File: config.mk
export PLATFORM = sky130hd
export DESIGN_NAME = tmr_irq_flags
export DESIGN_NICKNAME = d
export VERILOG_FILES = /design/src/rtl/tif_pkg.sv /design/src/rtl/tif_mode_decode.sv /design/src/rtl/tif_flag_next.sv /design/src/rtl/tif_prio.sv /design/src/rtl/tmr_irq_flags.sv
export SDC_FILE = /design/constraint.sdc
export NUM_CORES = 1
export LEC_CHECK = 0
export BUFFER_PORTS_ARGS = -buffer_cell sky130_fd_sc_hd__buf_2
export CORE_UTILIZATION = 35
export DETAILED_ROUTE_END_ITERATION = 12
export GPL_TIMING_DRIVEN = 0
export PLACE_DENSITY = 0.89
export SLEW_MARGIN = 20
export SYNTH_ARGS = -nofsm -noshare
export SYNTH_HDL_FRONTEND = slang
export SYNTH_SLANG_ARGS = --single-unit
File: constraint.sdc
create_clock -name clk -period 1.6 [get_ports clk]
set_clock_uncertainty 0.15 [all_clocks]
set_input_delay 0.08 -clock clk [delete_from_list [all_inputs] [get_ports clk]]
set_output_delay 0.08 -clock clk [all_outputs]
set_load 0.03 [all_outputs]
File: src/rtl/tif_pkg.sv
package tif_pkg;
    localparam int FLAG_W   = 8;
    localparam int NCMP     = 2;
    localparam int OTH_N    = 4;

    localparam int B_T1_OVF = 7;
    localparam int B_CMP_A  = 6;
    localparam int B_CMP_B  = 5;
    localparam int B_T2_CMP = 4;
    localparam int B_CAP    = 3;
    localparam int B_T2_OVF = 2;
    localparam int B_T0_OVF = 1;
    localparam int B_T0_CMP = 0;

    typedef enum logic [1:0] {
        SRC_CAP  = 2'd0,
        SRC_CMPA = 2'd1,
        SRC_CMPB = 2'd2,
        SRC_OVF  = 2'd3
    } t1_src_e;

    typedef struct packed {
        logic [FLAG_W-1:0] flags;
        logic [NCMP-1:0]   pend;
    } tif_state_t;
endpackage

File: src/rtl/tif_mode_decode.sv
module tif_mode_decode #(
    parameter int MODE_W = 4,
    parameter logic [(1<<MODE_W)-1:0] STD_OVF_MODES = '0,
    parameter logic [(1<<MODE_W)-1:0] CAP_TOP_MODES = '0
) (
    input  logic [MODE_W-1:0] mode,
    output logic              std_ovf,
    output logic              cap_top
);
    always_comb begin
        std_ovf = STD_OVF_MODES[mode];
        cap_top = CAP_TOP_MODES[mode];
    end
endmodule

File: src/rtl/tif_flag_next.sv
module tif_flag_next (
    input  logic flag_q,
    input  logic set_i,
    input  logic clr_i,
    output logic flag_d
);
    // a set in the same cycle as a clear wins
    always_comb flag_d = set_i | (flag_q & ~clr_i);
endmodule

File: src/rtl/tif_prio.sv
module tif_prio
    import tif_pkg::*;
(
    input  logic    req_cap,
    input  logic    req_cmpa,
    input  logic    req_cmpb,
    input  logic    req_ovf,
    output logic    valid,
    output t1_src_e id
);
    always_comb begin
        valid = req_cap | req_cmpa | req_cmpb | req_ovf;
        if (req_cap)       id = SRC_CAP;
        else if (req_cmpa) id = SRC_CMPA;
        else if (req_cmpb) id = SRC_CMPB;
        else               id = SRC_OVF;
    end
endmodule

File: src/rtl/tmr_irq_flags.sv
module tmr_irq_flags
    import tif_pkg::*;
#(
    parameter int MODE_W = 4,
    parameter logic [(1<<MODE_W)-1:0] STD_OVF_MODES = 16'h1011,
    parameter logic [(1<<MODE_W)-1:0] CAP_TOP_MODES = 16'h5500
) (
    input  logic              clk,
    input  logic              rst_n,
    input  logic              tick,
    input  logic              wr_en,
    input  logic [7:0]        wr_data,
    output logic [7:0]        rd_data,
    input  logic [MODE_W-1:0] wave_mode,
    input  logic              ev_wrap,
    input  logic              ev_top_alt,
    input  logic              ev_cap_edge,
    input  logic              ev_at_top,
    input  logic [1:0]        cmp_match,
    input  logic [1:0]        cmp_force,
    input  logic [3:0]        oth_set,
    input  logic [7:0]        ack,
    input  logic [7:0]        irq_en,
    output logic [7:0]        irq_req,
    output logic              t1_irq_valid,
    output logic [1:0]        t1_irq_id
);
    tif_state_t        state_q, state_d;
    logic              std_ovf, cap_top;
    logic [FLAG_W-1:0] evt, set_v, clr_v, flag_nxt;
    logic [NCMP-1:0]   pend_nxt;
    t1_src_e           win_id;

    tif_mode_decode #(
        .MODE_W(MODE_W),
        .STD_OVF_MODES(STD_OVF_MODES),
        .CAP_TOP_MODES(CAP_TOP_MODES)
    ) u_mode (
        .mode(wave_mode),
        .std_ovf(std_ovf),
        .cap_top(cap_top)
    );

    // compare matches wait one timer tick in a pending stage
    for (genvar k = 0; k < NCMP; k++) begin : g_cmp
        always_comb pend_nxt[k] = tick ? (cmp_match[k] & ~cmp_force[k])
                                       : state_q.pend[k];
    end

    always_comb begin
        evt            = '0;
        evt[B_T1_OVF]  = std_ovf ? ev_wrap : ev_top_alt;
        evt[B_CMP_A]   = state_q.pend[0];
        evt[B_CMP_B]   = state_q.pend[1];
        evt[B_CAP]     = cap_top ? ev_at_top : ev_cap_edge;
        evt[B_T0_CMP]  = oth_set[0];
        evt[B_T0_OVF]  = oth_set[1];
        evt[B_T2_OVF]  = oth_set[2];
        evt[B_T2_CMP]  = oth_set[3];
        set_v          = evt & {FLAG_W{tick}};
        clr_v          = ack | (wr_en ? wr_data : '0);
    end

    for (genvar i = 0; i < FLAG_W; i++) begin : g_flag
        tif_flag_next u_nxt (
            .flag_q(state_q.flags[i]),
            .set_i(set_v[i]),
            .clr_i(clr_v[i]),
            .flag_d(flag_nxt[i])
        );
    end

    always_comb begin
        state_d       = state_q;
        state_d.flags = flag_nxt;
        state_d.pend  = pend_nxt;
    end

    always_ff @(posedge clk or negedge rst_n) begin
        if (!rst_n) state_q <= '0;
        else        state_q <= state_d;
    end

    always_comb begin
        rd_data = state_q.flags;
        irq_req = state_q.flags & irq_en;
    end

    tif_prio u_prio (
        .req_cap(irq_req[B_CAP]),
        .req_cmpa(irq_req[B_CMP_A]),
        .req_cmpb(irq_req[B_CMP_B]),
        .req_ovf(irq_req[B_T1_OVF]),
        .valid(t1_irq_valid),
        .id(win_id)
    );

    always_comb t1_irq_id = win_id;
endmodule

==> results of run 1 <==
==> state kept, by name, indices dropped and copies added (netlist names) <==
name / cells
evt: 2
rd_data: 8
==> per-stage QoR <==
stage / worst slack, ps / power (W) / hold WS (ps) / TNS [ps]
floorplan: 269 / 0.000472 / -366 / 0
global placement: 141 / 0.000569 / -195 / 0
detailed placement: 127 / 0.000578 / -187 / 0
CTS: -89.7 / 0.000824 / 0.654 / -89.7
global route: -160 / 0.000883 / 18.7 / -160
finish: -123 / 0.000830 / 8.92 / -123
==> area by class of cell <==
type	instances	area share [%]
well taps	25	2.44
clock buffers	3	1.76
flip-flops and latches	10	19.5
plain buffers	14	7.61
repair buffers	89	45.4
multi-input cells	38	20.4
inverters	10	2.93
==> placed cells by master, fill, tap and decap left out, drive strengths merged <==
cell type     count
a21oi             1
a32o              7
and2              7
buf              79
clkbuf            5
dfrtp            10
dlygate4sd3      21
dlymetal6s4s      1
inv              10
mux2              1
nand2            11
nand2b            1
nand3             1
nand3b            2
nor2              1
nor2b             1
o21ai             1
o22ai             1
o311ai            1
or4               2
==> path summary, 6_finish.rpt <==
check                      cells past startpoint                  from              endpoint
max in group asynchronous                      2                 rst_n  rd_data[3]$_DFF_PN0_
max reg2reg                                    3  rd_data[5]$_DFF_PN0_  rd_data[5]$_DFF_PN0_
min in group asynchronous                      2                 rst_n    evt[6]$_DFFE_PN0P_
min reg2reg                                    1    evt[6]$_DFFE_PN0P_  rd_data[6]$_DFF_PN0_
max                                            3  rd_data[7]$_DFF_PN0_          t1_irq_valid
min                                            3             ev_at_top  rd_data[3]$_DFF_PN0_
==> per-layer routing <==
| layer | part of all wire [%] | wire length, um | up-vias |
|---|---|---|---|
| met3 | 7.8 | 171 | 2 |
| met4 | 0.23 | 5 | 0 |
| met1 | 38 | 839 | 385 |
| met5 | 0 | 0 | - |
| met2 | 54 | 1180 | 47 |
| li1 | - | - | 418 |
==> critical path, stage by stage, from the launching register on <==
cell	delay, ps
dfrtp_1	390
and2_4	150
or4_4	540
buf_6	160
==> where the power goes <==
part	switching [W]	leakage, nW	internal (W)
combinational	0.000175	0.593	0.000195
sequential	0.0000147	0.127	0.000275
clock	0.0000839	0.0138	0.0000867
==> cell families after synthesis <==
family	share of synthesized area (%)
buffers and inverters	21.1
AO/OA/AOI/OAI	14.8
AND/OR/NAND/NOR	23.4
flip-flops	39.0
multiplexers	1.75
==> repair_timing <==
item                                    in CTS  in global routing
endpoints found under the setup margin       1                  2
buffers inserted                             5                  1
hold endpoints to repair                    20                  0
resized for setup                            3                  5
pin swaps                                    2                  0
hold buffers                                22                  0
==> impl_metrics.toml, run 1 <==
[grt]
grt_pass1_vias = 832
gr-max-usage-layer = "met2"
grt_first_pass_wirelength_um = 3530
met3_usage_pct = 4.80
use_met2_pct = 46.8
grt.total_usage_pct = 24.5
grt_max_degree = 11
use_met1_pct = 27.8
grt-ovfl-total = 0
grt_antenna_before_repair = 0

[run_status]
status = "finished with violations"
violations = "negative setup slack"

[pwr]
p_leak_nw = 0.734
ir_worst_vdd_v = 0.000459
powerDensity_nw_per_um2 = 647

[timing]
min_period_ps = 1720
final_hold_viol_count = 0
setup_violations = 1
min_period_over_period_pct = 108
slew_headroom_pct = 71.4
slew_viol_final = 0
rsz0062_at_grt = "yes"
layout_setup_ws_ps = -123
worstMarginPinSlew_ps = 429
fmax_ghz = 0.580

[place]
gp_congestion = 0.629
place_area_um2 = 978
numPortBuffers = 61
hpwl_um = 1330
dpl.cell_count = 158

[routing]
drtPass1Iterations = 4
wl_um = 2200
wl_per_cell_um = 11.6
ant_nets = 0
drtIter0Drc = 16
vias = 852
vias_per_cell = 4.51
drc = 0

[cells_and_area]
fin_util_pct = 74.3
stdcell_area_um2 = 1280
area.growth.synth_to_final_pct = 99.8
regArea_um2 = 250
multi_input_area_um2 = 262
drive_gt1_share_pct = 53.7
final_cells = 189
n_fill_cell = 137
diodes = 0
nNetsFinal = 210

[synthesis]
syn_nets = 116
synth_seq_cells = 10
synth_largest_area_cell = "dfrtp_1"
synth_area_um2 = 642
synth_flop_cell = "dfrtp_1"
syn_inst = 72
yosysSeqAreaShare_pct = 39.0
synth_most_common_cell = "buf_4"
synthTopCellsByArea = "dfrtp_1 39%, buf_4 14%, a32o_1 11%, nand2_1 6.4%, and2_1 5.8%"
yosys-top-cells-count = "12 x buf_4, 11 x nand2_1, 10 x dfrtp_1, 10 x inv_1, 7 x a32o_1"
synth-async-reset-ratio_pct = 100
synth_edf_count = 0
synth_warnings = 0
syn_avg_cell_area_um2 = 8.91
synth_top_area_share_pct = 39.0
ys_types = 20

[clock_tree]
htreeDepth = 1
path_clk_slew_ps = 60
cts_buffer_depth = 2
cts.sinks = 10
insertion_delay_ps = 260
ctsRootBufferMaster = "clkbuf_4"
numCtsBuffers = 3
cts_tree = "yes"

[worst_setup_path]
crit_arrival_ps = 1490
crit_fanout = 2
r2r_slack_ps = 40
end_kind = "primary output"
cp-start-kind = "flop"
criticalPathCategory = "reg -> out"
cp_data_required_time_ps = 1370

[floorplanning]
core_um2 = 1730
rows = 15
start_util_pct = 37.2
dieWidth_um = 44.8
die-area_um2 = 2010
dieHeight_um = 44.8
pin_count = 63

[job]
maxCapViolations = 0

[min_path]
min_path_type = "in -> reg"
Note: power is estimated with default switching activity, not from simulation.
==> run 2, diff against run 1 <==
- CORE_UTILIZATION: 35 -> 37
- PLACE_DENSITY: 0.89 -> 0.93
- clock period: 1.6 -> 2 ns (I/O delays scaled with it)
==> run 2 against run 1 <==
The run ends with design-rule violations left. Utilization grew 1.1 points. First-iteration DRC count shrank 19%. Power shrank 19%. Combinational power shrank 29%. Hold slack gained 7.5 ps. Critical path depth grew 3. Setup slack gained 300 ps. Non-clock buffer count shrank 11. Sequential power shrank 20%. Flip-flop and latch count is the same.
==> impl_metrics.toml, run 2 (synthesized netlist as in run 1, its figures left out) <==
[cells_and_area]
diodes = 0
drive_gt1_share_pct = 52.6
area.growth.synth_to_final_pct = 83.0
nNetsFinal = 199
fin_util_pct = 75.4
mostFrequentLayoutCell = "buf_2"
n_fill_cell = 119
final_cell_mix = "61 x buf_2, 17 x dlygate4sd3_1, 12 x buf_4"
multi_input_area_um2 = 256
largest_reg_flops = 8
final_cells = 170
regArea_um2 = 250

[timing]
rsz0062_at_grt = "no"
layout_setup_ws_ps = 178
slew_viol_final = 0
final_hold_viol_count = 0
slew_headroom_pct = 73.3
setup_violations = 0
min_period_over_period_pct = 91.1
finalSetupTns_ps = 0
worstMarginPinSlew_ps = 400
fmax_ghz = 0.549
min_period_ps = 1820

[floorplanning]
dieHeight_um = 43.7
core_um2 = 1560
pin_count = 63
die-area_um2 = 1910
start_util_pct = 41.2
rows = 14
dieWidth_um = 43.7

[grt]
grt.total_usage_pct = 25.3
grt_antenna_before_repair = 0
grt-ovfl-total = 0
grt_first_pass_wirelength_um = 3490
grt_pass1_vias = 897
grt_max_degree = 11

[clock_tree]
ctsRootBufferMaster = "clkbuf_4"
cts_setup_buffers = 0
cts_buffer_depth = 2
path_clk_slew_ps = 60
cts_tree = "yes"
numCtsBuffers = 3
insertion_delay_ps = 260
cts.sinks = 10
htreeDepth = 1

[place]
preCtsSetupSlack_ps = 502
hpwl_um = 1460
numPortBuffers = 61
dpl.cell_count = 149
gp_congestion = 0.651

[worst_setup_path]
crit_fanout = 4
slowest_delay_ps = 540
path_cells = "dlygate4sd3_1 -> buf_2 -> nand2_1 -> or4_1 -> nand3_1 -> dlygate4sd3_1"
critPathSlowestCell = "dlygate4sd3_1"
cp_data_required_time_ps = 2050
cp_common_cell = "dlygate4sd3_1"
r2r_end = "rd_data[0]$_DFF_PN0_"
crit_family = "buffers and inverters"
cp_num_buf_inv = 3
r2r_slack_ps = 530
crit_arrival_ps = 1870
cp-start-kind = "primary input"
r2r_start = "rd_data[0]$_DFF_PN0_"
end_kind = "flop"
criticalPathCategory = "in -> reg"
ff2ff_path_depth = 2

[min_path]
hp-start = "ev_at_top"
worst_hold_path.endpoint = "rd_data[3]$_DFF_PN0_"
min_path_type = "in -> reg"
hold_path_depth = 3

[run_status]
status = "finished with violations"
violations = "design-rule violations"

[routing]
drtPass1Iterations = 8
wl_per_cell_um = 12.6
wl_um = 2140
drc = 4
vias = 839
drtIter0Drc = 13
vias_per_cell = 4.94
ant_nets = 0

[pwr]
power.total_w = 0.000670
powerDensity_nw_per_um2 = 571
p_leak_nw = 0.688
ir_worst_vdd_v = 0.000572

[job]
maxCapViolations = 0
-- run 2: power breakdown --
part / internal [W] / switching, W
sequential: 0.000220 / 0.0000130
combinational: 0.000130 / 0.000131
clock: 0.000110 / 0.0000653
-- run 2: worst max path at each step --
| stage | startpoint | to | cells past startpoint |
|---|---|---|---|
| 2_1_floorplan | rd_data[3]$_DFF_PN0_ | t1_irq_valid | 2 |
| 3_3_place_gp | rd_data[3]$_DFF_PN0_ | t1_irq_valid | 3 |
| 3_5_place_dp | rd_data[3]$_DFF_PN0_ | t1_irq_valid | 3 |
| 4_1_cts | tick | rd_data[7]$_DFF_PN0_ | 6 |
| 5_1_grt | tick | rd_data[7]$_DFF_PN0_ | 6 |
| 6_report | tick | rd_data[7]$_DFF_PN0_ | 6 |
-- run 2: per-stage QoR --
stage / instance area (um2) / hold slack [ps]
5_1_grt: 1170 / 22.2
6_report: 1170 / 16.4
3_5_place_dp: 967 / -176
2_1_floorplan: 642 / -346
3_3_place_gp: 967 / -175
4_1_cts: 1170 / 6.26
-- run 2: layout make-up --
cell class | instances | share of cell area [%]
Clock buffer | 4 | 3.09
Timing Repair Buffer | 78 | 40.5
Buffer | 14 | 8.41
Inverter | 10 | 3.19
Multi-Input combinational cell | 38 | 21.8
Tap cell | 16 | 1.70
Sequential cell | 10 | 21.3
-- run 2: tightest hold or removal path: cells and delay by family --
kind	cells	cell delay [ps]
compound gates	1	110
mux	1	110
buf+inv	1	70
-- run 2: layer usage --
metal,vias up,GRT usage [%],wire length [um]
met4,0,12.5,31
met3,4,4.58,113
li1,395,-,-
met5,-,0,0
met2,36,53.1,1310
met1,404,21.6,685
-- run 2: what timing repair did --
item / in CTS / in global routing
resized for setup: 0 / 2
hold buffers: 17 / 0
setup endpoints to repair: 0 / 2
endpoints found under the hold margin: 20 / 0
==> run 3, diff against run 2 <==
- clock period: 2 -> 2.35 ns (I/O delays scaled with it)
==> run 3 against run 2 <==
The run still ends with design-rule violations left. Final area fell by 3.5%. Register-to-register slack improved by 430 ps. Power fell by 16%. Clock-buffer cell count did not move. Sequential power fell by 15%. Utilization fell by 2.6 points. First-iteration DRC count fell by 31%. Final cell count fell by 2.4%. Critical path depth did not move. Largest cell class unchanged.
==> impl_metrics.toml, run 3 (synthesized netlist as in run 1, its figures left out) <==
[cells_and_area]
largest_reg_flops = 8
n_fill_cell = 127
diodes = 0
stdcell_area_um2 = 1130
area.growth.synth_to_final_pct = 76.6
nNetsFinal = 195
drive_gt1_share_pct = 53.3
final_cell_mix = "61 x buf_2, 13 x dlygate4sd3_1, 12 x buf_4"
mostFrequentLayoutCell = "buf_2"

[place]
numPortBuffers = 61
gp_congestion = 0.651
place_area_um2 = 967
hpwl_um = 1460

[floorplanning]
start_util_pct = 41.2
dieWidth_um = 43.7
die-area_um2 = 1910
rows = 14
dieHeight_um = 43.7
pin_count = 63
core_um2 = 1560

[min_path]
min_path_type = "in -> reg"

[timing]
rsz0062_at_grt = "no"
min_period_over_period_pct = 83.5
final_hold_viol_count = 0
finalSetupTns_ps = 0
slew_viol_final = 0
slew_headroom_pct = 72.3
setup_violations = 0
fmax_ghz = 0.509
whs_ps = 6.26
min_period_ps = 1960
worstMarginPinSlew_ps = 415

[clock_tree]
cts_tree = "yes"
htreeDepth = 1
holdBufCountCts = 12
cts_setup_buffers = 0
ctsRootBufferMaster = "clkbuf_4"
cts_buffer_depth = 2
path_clk_slew_ps = 70
cts.sinks = 10
post_cts_resized = 0
insertion_delay_ps = 270
numCtsBuffers = 3

[pwr]
ir_worst_vdd_v = 0.000495
power.internal_w = 0.000385
switchingPower_w = 0.000181
powerDensity_nw_per_um2 = 499
p_clk_share_pct = 27.5
p_leak_nw = 0.664
power.total_w = 0.000566
switching_share_pct = 32.0
pwr-share-seq_pct = 35.0
p_comb_share_pct = 37.5

[run_status]
violations = "design-rule violations"
status = "finished with violations"

[grt]
grt_first_pass_wirelength_um = 3310
grt-ovfl-total = 0
grt.total_usage_pct = 24.5
grt_antenna_before_repair = 0
grt_max_degree = 11
grt_pass1_vias = 828

[routing]
vias = 793
ant_nets = 0
wl_per_cell_um = 12.3
wl_um = 2040
drc = 4
drtPass1Iterations = 8
vias_per_cell = 4.78
drtIter0Drc = 9

[job]
maxCapViolations = 0

[worst_setup_path]
criticalPathCategory = "in -> reg"
cp_common_cell = "dlygate4sd3_1"
cp_data_required_time_ps = 2410
slowest_delay_ps = 550
path_cells = "dlygate4sd3_1 -> buf_2 -> clkbuf_1 -> o311ai_0 -> nand3_1 -> dlygate4sd3_1"
end_kind = "flop"
crit_fanout = 10
crit_arrival_ps = 2020
cp-start-kind = "primary input"
critPathSlowestCell = "dlygate4sd3_1"
run 3: worst paths after layout:
path / start / to / slack, ps / depth (start not counted)
worst min-delay path: ack[2] / rd_data[2]$_DFF_PN0_ / 6 / 3
min in group asynchronous: rst_n / rd_data[1]$_DFF_PN0_ / 80 / 2
max in group asynchronous: rst_n / rd_data[2]$_DFF_PN0_ / 1780 / 2
worst max register to register: rd_data[7]$_DFF_PN0_ / rd_data[7]$_DFF_PN0_ / 960 / 3
worst max-delay path: tick / rd_data[7]$_DFF_PN0_ / 390 / 6
worst min register to register: evt[5]$_DFFE_PN0P_ / rd_data[5]$_DFF_PN0_ / 350 / 1
run 3: cell type report:
type	count	area, um2	area share, %
repair buffers	74	435	38.4
plain buffers	14	97.6	8.61
multi-input cells	38	256	22.6
clock buffers	4	36.3	3.20
inverters	10	37.5	3.31
well taps	16	20.0	1.77
flip-flops and latches	10	250	22.1
run 3: power by group through the flow:
stage / Sequential, W / Clock, W / Combinational [W]
2_1_floorplan: 0.000198 / 0 / 0.000124
5_1_grt: 0.000200 / 0.000172 / 0.000227
6_report: 0.000198 / 0.000155 / 0.000212
3_3_place_gp: 0.000200 / 0 / 0.000187
4_1_cts: 0.000198 / 0.000157 / 0.000210
3_5_place_dp: 0.000202 / 0 / 0.000193
run 3: metrics by stage:
step                      util (%)  worst slack [ps]  instances
after floorplan                  -               981         72
after global placement        62.0               846        149
after detailed placement      62.0               834        149
after CTS                     72.1               386        165
after global routing          72.7               301        166
final                         72.7               387        166
run 3: critical path: cells and delay by family:
family,cells,cell delay [ps]
AOI/OAI and AO/OA,1,240
buffers and inverters,4,1570
and+or+nand+nor,1,110
run 3: layer usage:
layer | share of wire [%] | global-route usage, % | vias to the layer above
li1 | - | - | 385
met1 | 33 | 21.1 | 374
met2 | 60 | 50.7 | 30
met3 | 5.5 | 6.67 | 4
met4 | 1.2 | 9.38 | 0
met5 | 0 | 0 | -
